$ cat src/rtl/csync_pkg.sv
package csync_pkg;
  localparam int CHAR_BITS = 8;
  localparam int IDX_W = $clog2(CHAR_BITS);

  // strobes from control to datapath
  typedef struct packed {
    logic             shiftOut;   // falling serial edge
    logic             sampleIn;   // rising serial edge
    logic             startChar;  // falling edge that opens a character
    logic             charDone;   // rising edge that closes a character
    logic [IDX_W-1:0] bitIdx;
  } strobe_t;
endpackage

$ cat src/rtl/csync_ctrl.sv
module csync_ctrl
  import csync_pkg::*;
#(
  parameter int SYNC_STAGES = 2
) (
  input  logic    clk,
  input  logic    rstN,
  input  logic    extClkSel,
  input  logic    bitTick,
  input  logic    sckIn,
  input  logic    holdFull,
  output logic    sckOut,
  output logic    txEnd,
  output strobe_t strb
);
  localparam int CHAIN_W = SYNC_STAGES + 1;
  localparam logic [IDX_W-1:0] LAST_IDX = IDX_W'(CHAR_BITS - 1);

  logic [CHAIN_W-1:0] syncChain;
  logic               extRise, extFall;
  logic               sckReg, running;
  logic               intRise, intFall;
  logic               fallEv, riseEv;
  logic [IDX_W-1:0]   bitCnt;

  // synchroniser plus one extra stage for edge detection
  genvar g;
  generate
    for (g = 0; g < CHAIN_W; g++) begin : gSync
      always_ff @(posedge clk or negedge rstN) begin
        if (!rstN) syncChain[g] <= 1'b1;
        else if (g == 0) syncChain[g] <= sckIn;
        else syncChain[g] <= syncChain[(g > 0) ? g - 1 : 0];
      end
    end
  endgenerate

  assign extRise = syncChain[SYNC_STAGES-1] & ~syncChain[SYNC_STAGES];
  assign extFall = ~syncChain[SYNC_STAGES-1] & syncChain[SYNC_STAGES];

  assign intFall = running & bitTick & sckReg;
  assign intRise = running & bitTick & ~sckReg;

  assign fallEv = extClkSel ? extFall : intFall;
  assign riseEv = extClkSel ? extRise : intRise;

  always_ff @(posedge clk or negedge rstN) begin
    if (!rstN) begin
      sckReg  <= 1'b1;
      running <= 1'b0;
      txEnd   <= 1'b1;
    end else if (extClkSel) begin
      sckReg  <= 1'b1;
      running <= 1'b0;
    end else if (!running) begin
      if (holdFull) begin
        running <= 1'b1;
        txEnd   <= 1'b0;
      end
    end else if (bitTick) begin
      sckReg <= ~sckReg;
      if (!sckReg && bitCnt == LAST_IDX && !holdFull) begin
        running <= 1'b0;
        txEnd   <= 1'b1;
      end
    end
  end

  always_ff @(posedge clk or negedge rstN) begin
    if (!rstN) bitCnt <= '0;
    else if (riseEv) bitCnt <= bitCnt + 1'b1;
  end

  assign sckOut         = sckReg;
  assign strb.shiftOut  = fallEv;
  assign strb.sampleIn  = riseEv;
  assign strb.startChar = fallEv && (bitCnt == '0);
  assign strb.charDone  = riseEv && (bitCnt == LAST_IDX);
  assign strb.bitIdx    = bitCnt;
endmodule

$ cat src/rtl/csync_dpath.sv
module csync_dpath
  import csync_pkg::*;
(
  input  logic                 clk,
  input  logic                 rstN,
  input  strobe_t              strb,
  input  logic                 rxd,
  input  logic [CHAR_BITS-1:0] txData,
  input  logic                 txValid,
  input  logic                 rxReady,
  input  logic                 ovrClr,
  output logic                 holdFull,
  output logic                 txd,
  output logic [CHAR_BITS-1:0] rxData,
  output logic                 rxValid,
  output logic                 overrun
);
  logic [CHAR_BITS-1:0] txHold, txShift, rxShift, rxNext;
  logic [CHAR_BITS-1:0] nextChar;
  logic                 writeAcc;

  assign writeAcc = txValid && !holdFull;
  assign nextChar = holdFull ? txHold : '1;

  // transmit side
  always_ff @(posedge clk or negedge rstN) begin
    if (!rstN) begin
      txHold   <= '0;
      holdFull <= 1'b0;
      txShift  <= '1;
      txd      <= 1'b1;
    end else begin
      if (writeAcc) begin
        txHold   <= txData;
        holdFull <= 1'b1;
      end else if (strb.startChar) begin
        holdFull <= 1'b0;
      end
      if (strb.startChar) begin
        txShift <= nextChar;
        txd     <= nextChar[0];
      end else if (strb.shiftOut) begin
        txd <= txShift[strb.bitIdx];
      end
    end
  end

  // receive side: assemble the completed byte including the last bit
  always_comb begin
    rxNext = rxShift;
    rxNext[strb.bitIdx] = rxd;
  end

  always_ff @(posedge clk or negedge rstN) begin
    if (!rstN) begin
      rxShift <= '0;
      rxData  <= '0;
      rxValid <= 1'b0;
      overrun <= 1'b0;
    end else begin
      if (strb.sampleIn) rxShift <= rxNext;
      if (strb.charDone && rxValid && !rxReady) begin
        overrun <= 1'b1;
      end else begin
        if (ovrClr) overrun <= 1'b0;
        if (strb.charDone) begin
          rxData  <= rxNext;
          rxValid <= 1'b1;
        end else if (rxReady) begin
          rxValid <= 1'b0;
        end
      end
    end
  end
endmodule

$ cat src/rtl/csync_serial_port.sv
module csync_serial_port
  import csync_pkg::*;
#(
  parameter int SYNC_STAGES = 2
) (
  input  logic       clk,
  input  logic       rstN,
  input  logic       extClkSel,
  input  logic       bitTick,
  input  logic       sckIn,
  output logic       sckOut,
  output logic       sckOe,
  output logic       txd,
  input  logic       rxd,
  input  logic [7:0] txData,
  input  logic       txValid,
  output logic       txReady,
  output logic [7:0] rxData,
  output logic       rxValid,
  input  logic       rxReady,
  output logic       txEnd,
  output logic       overrun,
  input  logic       ovrClr
);
  strobe_t strb;
  logic    holdFull;

  csync_ctrl #(.SYNC_STAGES(SYNC_STAGES)) uCtrl (
    .clk(clk), .rstN(rstN), .extClkSel(extClkSel), .bitTick(bitTick),
    .sckIn(sckIn), .holdFull(holdFull), .sckOut(sckOut), .txEnd(txEnd),
    .strb(strb)
  );

  csync_dpath uDpath (
    .clk(clk), .rstN(rstN), .strb(strb), .rxd(rxd), .txData(txData),
    .txValid(txValid), .rxReady(rxReady), .ovrClr(ovrClr),
    .holdFull(holdFull), .txd(txd), .rxData(rxData), .rxValid(rxValid),
    .overrun(overrun)
  );

  assign sckOe   = ~extClkSel;
  assign txReady = ~holdFull;
endmodule

$ cat config.mk
export PLATFORM = sky130hd
export DESIGN_NAME = csync_serial_port
export DESIGN_NICKNAME = d
export VERILOG_FILES = /design/src/rtl/csync_pkg.sv /design/src/rtl/csync_ctrl.sv /design/src/rtl/csync_dpath.sv /design/src/rtl/csync_serial_port.sv
export SDC_FILE = /design/constraint.sdc
export NUM_CORES = 1
export LEC_CHECK = 0
export BUFFER_PORTS_ARGS = -buffer_cell sky130_fd_sc_hd__clkbuf_2
export CAP_MARGIN = 30
export CORE_ASPECT_RATIO = 2
export CORE_MARGIN = 2
export CORE_UTILIZATION = 35
export DETAILED_ROUTE_END_ITERATION = 6
export PLACE_DENSITY_LB_ADDON = 0.12
export SYNTH_ARGS = -nofsm -noshare
export SYNTH_HDL_FRONTEND = slang
export SYNTH_HIERARCHICAL = 1
export SYNTH_SLANG_ARGS = --single-unit
$ cat constraint.sdc
create_clock -name clk -period 2 [get_ports clk]
set_clock_uncertainty 0.1 [all_clocks]
set_input_delay 0.2 -clock clk [delete_from_list [all_inputs] [get_ports clk]]
set_output_delay 0.2 -clock clk [all_outputs]
set_load 0.01 [all_outputs]
=== Word level (Yosys, flattened, before mapping) ===
Index checks and enable logic that the tools add are counted.

* Word-level logic and storage cells: 83
* Register bits after elaboration: 45
* Bits of input ports: 17
* Output and inout bits: 15

* $add $sub $neg: 1
* Order comparisons: 2
* Reduce and logical (&&, ||, !) cells: 23
* Equal/unequal tests: 3
* Bitwise logic cells: 11
* Multiplexer cells: 28

{| class="wikitable"
|+ Operators by type and width
! cell !! number
|-
| 1-bit 2-to-1 mux || 24
|-
| 2-bit nonzero test || 7
|-
| 8-bit bitwise mux || 1
|-
| 1-bit logical AND || 8
|-
| 8-bit 2-to-1 mux || 1
|-
| 1-bit inverter || 6
|-
| 2-bit AND reduction || 3
|-
| 1-bit AND || 5
|-
| 3-bit by 4-bit < comparator with 1-bit output (second input constant) || 1
|-
| 2-bit != test (second input constant) || 2
|-
| 4-bit AND reduction || 1
|-
| 3-bit by 1-bit adder with 3-bit output (second input constant) || 1
|-
| 1-bit binary-select mux with 3-bit select || 1
|-
| 1-bit demux with 3-bit select || 1
|-
| 3-bit == test (second input constant) || 1
|-
| 3-bit by 1-bit >= comparator with 1-bit output (second input constant) || 1
|-
| 1-bit logical NOT || 3
|-
| 3-bit logical NOT || 1
|}

=== Logic depth before layout (Yosys ltp) ===
Gate-level depths: netlist (run 1).

* Depth after elaboration: 8
* Mapped depth: 9
* Gate-level depth less buffers: 7

=== Hierarchy ===
Netlist (run 1), hierarchy kept.

{| class="wikitable"
|+ Modules (own cells, without submodules)
! module !! cells an instance !! sequential area each (µm²) !! times used !! area each (µm²)
|-
| csync_dpath || 157 || 912.1 || 1 || 1649.1
|-
| csync_ctrl || 38 || 231.5 || 1 || 462.9
|-
| csync_serial_port || 2 || 0.0 || 1 || 7.5
|}

=== Least setup slack after synthesis (run 1) ===
No wires, ideal clock.

* Kind: reg-to-reg
* From: reg uCtrl.sckReg, in the netlist uCtrl/sckOut
* To: reg uDpath.txShift[3]
* Slack: 188 ps
* Setup time: 77 ps
* Data arrival time: 1634 ps
* Data required time: 1823 ps
* Stages on the path, launching flop included: 8
* Buffers on the path: 2
* Clock period less this slack: 1812 ps
* Cells stage by stage: dfstp_2 > nand3_1 > o21ai_0 > and3b_1 > clkbuf_1 > buf_2 > nor2_1 > a31oi_1

{| class="wikitable"
|+ RTL lines
! element !! RTL line !! RTL
|-
| start: declaration || csync_ctrl.sv:21 || <nowiki>logic sckReg, running;</nowiki>
|-
| start signal: assignment || csync_ctrl.sv:61 || <nowiki>sckReg <= ~sckReg;</nowiki>
|-
| end signal: assignment || csync_dpath.sv:40 || <nowiki>txShift <= nextChar;</nowiki>
|-
| end: declaration || csync_dpath.sv:18 || <nowiki>logic [CHAR_BITS-1:0] txHold, txShift, rxShift, rxNext;</nowiki>
|}

==> results.rst, run 1 <==
.. list-table::
   :header-rows: 1

   * - Metric
     - Value
   * - CP Capture Type
     - flop
   * - Max-Slew Margin vs Limit
     - 61.09%
   * - Number of flops mapped to enable cells by yosys
     - 0
   * - Post-detail-place hpwl
     - 2.847 mm
   * - Placed Cells incl. Taps
     - 287
   * - Starting density of the core
     - between 30% and 40%
   * - Clk network pwr share
     - between 20% and 30%
   * - Number of buffers inserted during clock tree synthesis
     - 5
   * - Net count reported at finish
     - 253
   * - Die Y
     - 114.1 µm
   * - Placeable core region
     - 5906 µm²
   * - # H-tree levels
     - 2
   * - Number of antenna violations at the first check in global routing
     - 0
   * - Mean Syn Cell Area
     - 10.76 µm²
   * - Count of synthesis-stage warnings from yosys
     - 6
   * - Prevailing post-synth register cell
     - dfrtp_1
   * - Die Width
     - 59.03 µm
   * - Wire length of the first global-routing pass
     - 6.927 mm
   * - Max cap viols
     - 0
   * - Synth async-reset ratio
     - 100.0%
   * - Wire length after detailed routing
     - 4.095 mm
   * - CTS clk-pin slew, worst paths
     - 0.06 ns
   * - Critical path fanouts, max
     - 16
   * - Delay of the slowest cell on the worst path
     - 0.47 ns
   * - Routability congestion estimate
     - around 0.77
   * - Post-Syn Area
     - 2120 µm²
   * - Logic pwr share
     - 31.2%
   * - Internal cell power
     - roughly 0.0025 W
   * - Overflow left after global routing
     - 0
   * - Startpoint Class
     - flop
   * - Boundary pin count
     - 32
   * - Worst slack at placement
     - 0.1791 ns
   * - Clock latency on the worst-skew pair
     - 0.28 ns
   * - Cells resized by post-CTS repair
     - 0
   * - Routed WL per cell
     - between 10 and 15 µm
   * - Crit path arrival time
     - 1.92 ns
   * - Net Sw Power
     - 0.001153 W
   * - Lkg Pwr
     - 1.188 nW
   * - Most frequent cells in the layout
     - clkbuf_2, dfrtp_1, nand2_1
   * - Post-route DRC
     - 0
   * - Clock tree from TritonCTS
     - done
   * - Least-Margin Pin Slew
     - 0.5837 ns
   * - Antenna diode instance count
     - 0
   * - DR vias
     - 1,496
   * - Vias/cell
     - 5.037
   * - Sequential share of the synthesized area
     - between 50% and 60%
   * - Pin count of the biggest net entering global routing
     - 46
   * - Buffer cell driving the clock tree root
     - clkbuf_16
   * - Synthesis-to-layout area growth
     - 19.60%
   * - Period utilization
     - roughly nine tenths
   * - Fin worst setup slack
     - approximately 0.18 ns
   * - Critical path class
     - reg -> reg
   * - Sequential power share
     - between 40% and 50%
   * - Hold Crit Class
     - in -> reg
   * - Fraction of layout cells with a size suffix above 1
     - around a third
   * - Power density over the cells
     - 1441 nW/µm²
   * - Unique cell type count in the Yosys netlist
     - 41
   * - Timing-limited maximum frequency
     - ~0.55 GHz
   * - PortBufs
     - 31
   * - Required time of the critical path
     - around 2.1 ns
   * - Worst hold margin
     - 0.008900 ns
   * - Clock tree buffer depth
     - 2
   * - Number of global-route vias before repair
     - roughly 1,400
   * - Post-synth net total
     - 217
   * - Synth Instances
     - approximately 200
   * - #FFs+latches synth
     - 45
   * - Hold Path Cell Cnt
     - 2
   * - Switching share of power
     - 31.57%
   * - Number of cell rows
     - 40
   * - Antenna-violating nets left
     - 0
   * - Sum of negative setup slack
     - 0 ns
   * - Count of filler cells inserted in the layout
     - ~580
   * - Maximum ir drop on the vdd rail
     - between 0.5 and 0.6 mV
   * - DR iter-0 viols
     - 63
   * - RSZ-0062 raised after global routing
     - no
   * - Detailed-routing iteration count for the pre-antenna-repair pass
     - 4
   * - Total routing resource utilization after global routing
     - a little over an eighth
   * - Critical Path Slowest Stage Cell
     - dfrtp_1
   * - Min Tclk post-route
     - 1.817 ns
   * - Ordered list of cells on the worst path
     - ha_1, ha_1, and2_2, nand2_1, nand2_1, o21ai_1
   * - Overall die area
     - approximately 6700 µm²
   * - Worst-case reg-to-reg path depth
     - 6
   * - Final Instance Count excl. Fillers
     - 297
   * - Total number of clock tree sinks
     - 45
   * - Final Setup Violations
     - 0
   * - Result of the run
     - completed
   * - Number of max-slew violations in the final report
     - 0
   * - Final hold viol count
     - 0
==> Yosys cell counts (2+ instances only) <==
library cell,number,area share (%)
nand2b_1,2,0.59
o21a_1,2,0.71
mux2i_1,11,5.2
nand3_1,6,1.4
clkbuf_1,2,0.35
o21ai_1,11,2.6
buf_2,6,1.4
ha_1,3,1.8
a31oi_1,6,1.8
nand2_1,25,4.4
mux2_1,2,1.1
nor2b_2,2,0.83
mux2_2,2,1.1
o31ai_1,2,0.71
dfrtp_1,31,37
dfstp_2,14,17
o22a_1,2,0.83
nor3_1,3,0.71
nand3b_1,2,0.71
a21oi_1,2,0.47
mux2_4,4,2.8
and2b_1,2,0.71
o21ai_0,9,2.1
nor2_1,13,2.3
inv_1,14,2.5
buf_4,4,1.4
==> registers in the layout (all words and copies together), names as in the netlist, 3 cells and up <==
register         cells
uDpath/txHold        8
uDpath/txShift       8
uDpath/rxData        8
uCtrl/bitCnt         3
uDpath/rxShift       8
uCtrl/syncChain      3
==> cell type report <==
type / instances / area, µm² / area share [%]
Multi-Input combinational cell: 125 / 844.6 / 33.32
Clock buffer: 7 / 142.6 / 5.627
Inverter: 14 / 52.55 / 2.073
Sequential cell: 45 / 1144 / 45.11
Timing Repair Buffer: 42 / 242.7 / 9.576
Clock inverter: 1 / 30.03 / 1.185
Tap cell: 63 / 78.83 / 3.110
==> per-stage QoR <==
stage          total power (W)  instance area (µm²)  util, %
2_1_floorplan         0.002400                 2120        -
3_3_place_gp          0.002706                 2342    39.66
3_5_place_dp          0.002728                 2342    39.66
4_1_cts               0.003715                 2535    42.92
5_1_grt               0.003906                 2535    42.92
6_report              0.003653                 2535    42.92
==> cell families after synthesis <==
group                      synth area share [%]
and+or+nand+nor                           14.05
DFF                                       53.95
AOI/OAI and AO/OA                         13.46
buffers and inverters                     6.199
muxes                                     10.15
adders and majority gates                 1.771
xor gates and xnor gates                 0.4133
==> per-layer routing <==
metal  routed length [µm]  global-route usage [%]
met1                 1759                   16.41
met2                 2142                   21.93
met3                   92                   2.373
met4                   99                   7.576
met5                    0                       0
==> path summary, 6_finish.rpt <==
| kind | start | end | slack (ns) |
|---|---|---|---|
| setup / recovery | uCtrl/bitCnt[0] | uDpath/rxData[3] | 0.18 |
| hold / removal | ovrClr | uDpath/overrun | 0.009 |
| setup reg to reg | uCtrl/bitCnt[0] | uDpath/rxData[3] | 0.18 |
| hold reg to reg | uCtrl/syncChain[0] | uCtrl/syncChain[1] | 0.26 |
| max in group asynchronous | rstN | uDpath/rxShift[3] | 0.95 |
| min in group asynchronous | rstN | uDpath/holdFull | 0.44 |
==> worst max-delay path, delay by kind of cell (launching register included) <==
family / cells / cell delay [ns]
AO/OA/AOI/OAI: 1 / 0.08
AND/OR/NAND/NOR: 3 / 0.67
adder cells (fa/ha/maj): 2 / 0.43
flip-flops: 1 / 0.47
==> what timing repair did <==
item,CTS,global route
hold buffers,2,0
hold endpoints to repair,32,0
setup buffers,0,0
==> power by group through the flow <==
stage / logic [W] / clock network, W / registers, W
final: 0.00114 / 0.000951 / 0.00156
after global routing: 0.00127 / 0.00101 / 0.00162
after CTS: 0.00116 / 0.000986 / 0.00157
after detailed placement: 0.00115 / 0 / 0.00158
after global placement: 0.00113 / 0 / 0.00158
after floorplan: 0.000859 / 0 / 0.00154
No activity file was read; power rests on OpenSTA's default activity.
==> run 2: changes to the inputs <==
--- a/config.mk
+++ b/config.mk
@@ -5,7 +5,7 @@
 export SDC_FILE = /design/constraint.sdc
 export NUM_CORES = 1
 export LEC_CHECK = 0
-export BUFFER_PORTS_ARGS = -buffer_cell sky130_fd_sc_hd__clkbuf_2
+export BUFFER_PORTS_ARGS = -buffer_cell sky130_fd_sc_hd__buf_2
 export CAP_MARGIN = 30
 export CORE_ASPECT_RATIO = 2
 export CORE_MARGIN = 2
==> results.rst, run 2 (same netlist as run 1, synthesis figures left out) <==
.. list-table::
   :header-rows: 1

   * - Metric
     - Value
   * - Synthesis-to-layout area growth
     - 19.60% (unchanged)
   * - Wire length after detailed routing
     - 3.979 mm (-2.8%)
   * - Antenna diode instance count
     - 0 (unchanged)
   * - Sequential power share
     - 42.9% (about the same)
   * - Fin worst setup slack
     - 0.2127 ns (+0.02929 ns)
   * - PortBufs
     - 31 (unchanged)
   * - RSZ-0062 raised after global routing
     - no
   * - Maximum ir drop on the vdd rail
     - 0.6808 mV (+14%)
   * - Lkg Pwr
     - 1.193 nW (+0.38%)
   * - Hold Path Origin
     - ovrClr
   * - Required time of the critical path
     - 2.05 ns (-0.05 ns)
   * - Internal cell power
     - 0.002501 W (about the same)
   * - Least-Margin Pin Slew
     - 0.5621 ns (-0.02159 ns)
   * - Clock tree from TritonCTS
     - done
   * - CTS clk-pin slew, worst paths
     - 0.06 ns (about the same)
   * - Final hold viol count
     - 0 (unchanged)
   * - DR vias
     - 1,469 (-1.8%)
   * - Placed Cells incl. Taps
     - 287 (unchanged)
   * - Overall die area
     - 6732 µm² (unchanged)
   * - Clk network pwr share
     - 26.1% (about the same)
   * - Hold Crit Class
     - in -> reg
   * - Overflow left after global routing
     - 0 (unchanged)
   * - Number of hold buffers added after cts
     - 2 (unchanged)
   * - Sum of negative setup slack
     - 0 ns (unchanged)
   * - Min Tclk post-route
     - 1.787 ns (-0.02929 ns)
   * - Pin count of the biggest net entering global routing
     - 46 (unchanged)
   * - Antenna-violating nets left
     - 0 (unchanged)
   * - Critical path fanouts, max
     - 16 (unchanged)
   * - Number of cell rows
     - 40 (unchanged)
   * - Timing-limited maximum frequency
     - 0.5595 GHz (+1.6%)
   * - Clock tree buffer depth
     - 2 (unchanged)
   * - Cells resized by post-CTS repair
     - 0 (unchanged)
   * - Startpoint Class
     - flop
   * - Logic pwr share
     - 31.0% (-0.2 points)
   * - Post-detail-place hpwl
     - 2.829 mm (-0.63%)
   * - Starting density of the core
     - 35.89% (unchanged)
   * - Count of filler cells inserted in the layout
     - 587 (+1.6%)
   * - Critical path class
     - reg -> reg
   * - Final Instance Count excl. Fillers
     - 297 (unchanged)
   * - Buffer cell driving the clock tree root
     - clkbuf_16
   * - Number of global-route vias before repair
     - 1,505 (+4.0%)
   * - Post-route DRC
     - 0 (unchanged)
   * - R2r startpoint
     - uCtrl/syncChain[1]
   * - Sequential standard cell area
     - 1144 µm² (unchanged)
   * - Placeable core region
     - 5906 µm² (unchanged)
   * - Boundary pin count
     - 32 (unchanged)
   * - Detailed-routing iteration count for the pre-antenna-repair pass
     - 4 (unchanged)
   * - Total number of clock tree sinks
     - 45 (unchanged)
   * - Switching share of power
     - 31.22% (-0.34 points)
   * - Routed WL per cell
     - 13.40 µm (-2.8%)
   * - Number of buffers inserted during clock tree synthesis
     - 5 (unchanged)
   * - Wire length of the first global-routing pass
     - 6.893 mm (-0.49%)
   * - Result of the run
     - completed
   * - Power density over the cells
     - 1434 nW/µm² (-0.47%)
   * - Worst slack at placement
     - 0.1982 ns (+0.01911 ns)
   * - Final Setup Violations
     - 0 (unchanged)
   * - Area of combinational cells with multiple inputs
     - 844.6 µm² (unchanged)
   * - Max cap viols
     - 0 (unchanged)
   * - Period utilization
     - 89.37% (-1.5 points)
   * - Max-Slew Margin vs Limit
     - 62.53% (+1.4 points)
   * - CP Capture Type
     - flop
   * - Post-CTS setup buffer count
     - 0 (unchanged)
   * - Routability congestion estimate
     - 0.7790 (+0.71%)
   * - Clock latency on the worst-skew pair
     - 0.28 ns (about the same)
   * - Number of antenna violations at the first check in global routing
     - 0 (unchanged)
   * - Die Y
     - 114.1 µm (unchanged)
   * - Number of max-slew violations in the final report
     - 0 (unchanged)
   * - Fraction of layout cells with a size suffix above 1
     - 32.05% (unchanged)
   * - Source of the critical timing path
     - uCtrl/syncChain[1]
   * - Vias/cell
     - 4.946 (-1.8%)
   * - Net Sw Power
     - 0.001135 W (-1.6%)
   * - Die Width
     - 59.03 µm (unchanged)
   * - Most frequent cells in the layout
     - buf_2, dfrtp_1, nand2_1
   * - # H-tree levels
     - 2 (unchanged)
   * - Net count reported at finish
     - 253 (unchanged)
   * - Crit path arrival time
     - 1.83 ns (-0.09 ns)
   * - Worst hold margin
     - 0.008785 ns (-0.0001148 ns)
   * - DR iter-0 viols
     - 60 (-4.8%)
   * - Total routing resource utilization after global routing
     - 13.44% (-0.052 points)
   * - Design Power
     - 0.003636 W (-0.47%)
[run 2: cell count changes in the layout (fill, tap and decap cells not counted), sizes merged]
| cell | previous run | this run |
|---|---|---|
| buf | 9 | 40 |
| clkbuf | 38 | 7 |
[run 2: path summary, 6_finish.rpt]
check,to,slack (ns),cells past startpoint
max in group asynchronous,uCtrl/sckOut,0.98,3
worst min-delay path,uDpath/overrun,0.009,2
worst max-delay path,uDpath/rxData[6],0.21,6
worst max register to register,uDpath/rxData[6],0.21,6
min in group asynchronous,uDpath/txHold[7],0.44,3
worst min register to register,uCtrl/syncChain[1],0.25,0
[run 2: final cells by class]
cell class                      instances  area share (%)
Multi-Input combinational cell        125           33.32
Clock inverter                          1           1.185
Tap cell                               63           3.110
Sequential cell                        45           45.11
Clock buffer                            7           5.627
Inverter                               14           2.073
Timing Repair Buffer                   42           9.576
[run 2: power groups by stage]
stage | sequential, W | combinational, W | clock [W]
floorplan | 0.00154 | 0.000859 | 0
global placement | 0.00158 | 0.00113 | 0
detailed placement | 0.00158 | 0.00114 | 0
CTS | 0.00157 | 0.00115 | 0.000986
global route | 0.00162 | 0.00130 | 0.00101
finish | 0.00156 | 0.00113 | 0.000950
[run 2: worst max-delay path, stage by stage (launching register included)]
cell and delay [ns]:
dfstp_2 0.56, nand2_1 0.09, o32ai_4 0.19, and2_2 0.23, nand2_1 0.27, nand2_1 0.15
o21ai_1 0.08
[run 2: routing by layer]
| layer | global-route usage (%) | vias up | share of wire (%) |
|---|---|---|---|
| met5 | 0 | - | 0 |
| met4 | 5.909 | 0 | 1.6 |
| met3 | 2.486 | 5 | 2.5 |
| met2 | 22.59 | 20 | 53 |
| met1 | 16.31 | 702 | 43 |
| li1 | - | 742 | - |
[run 2: through the flow]
stage	cell area [µm²]	util (%)
2_1_floorplan	2120	-
3_3_place_gp	2342	39.66
3_5_place_dp	2342	39.66
4_1_cts	2535	42.92
5_1_grt	2535	42.92
6_report	2535	42.92
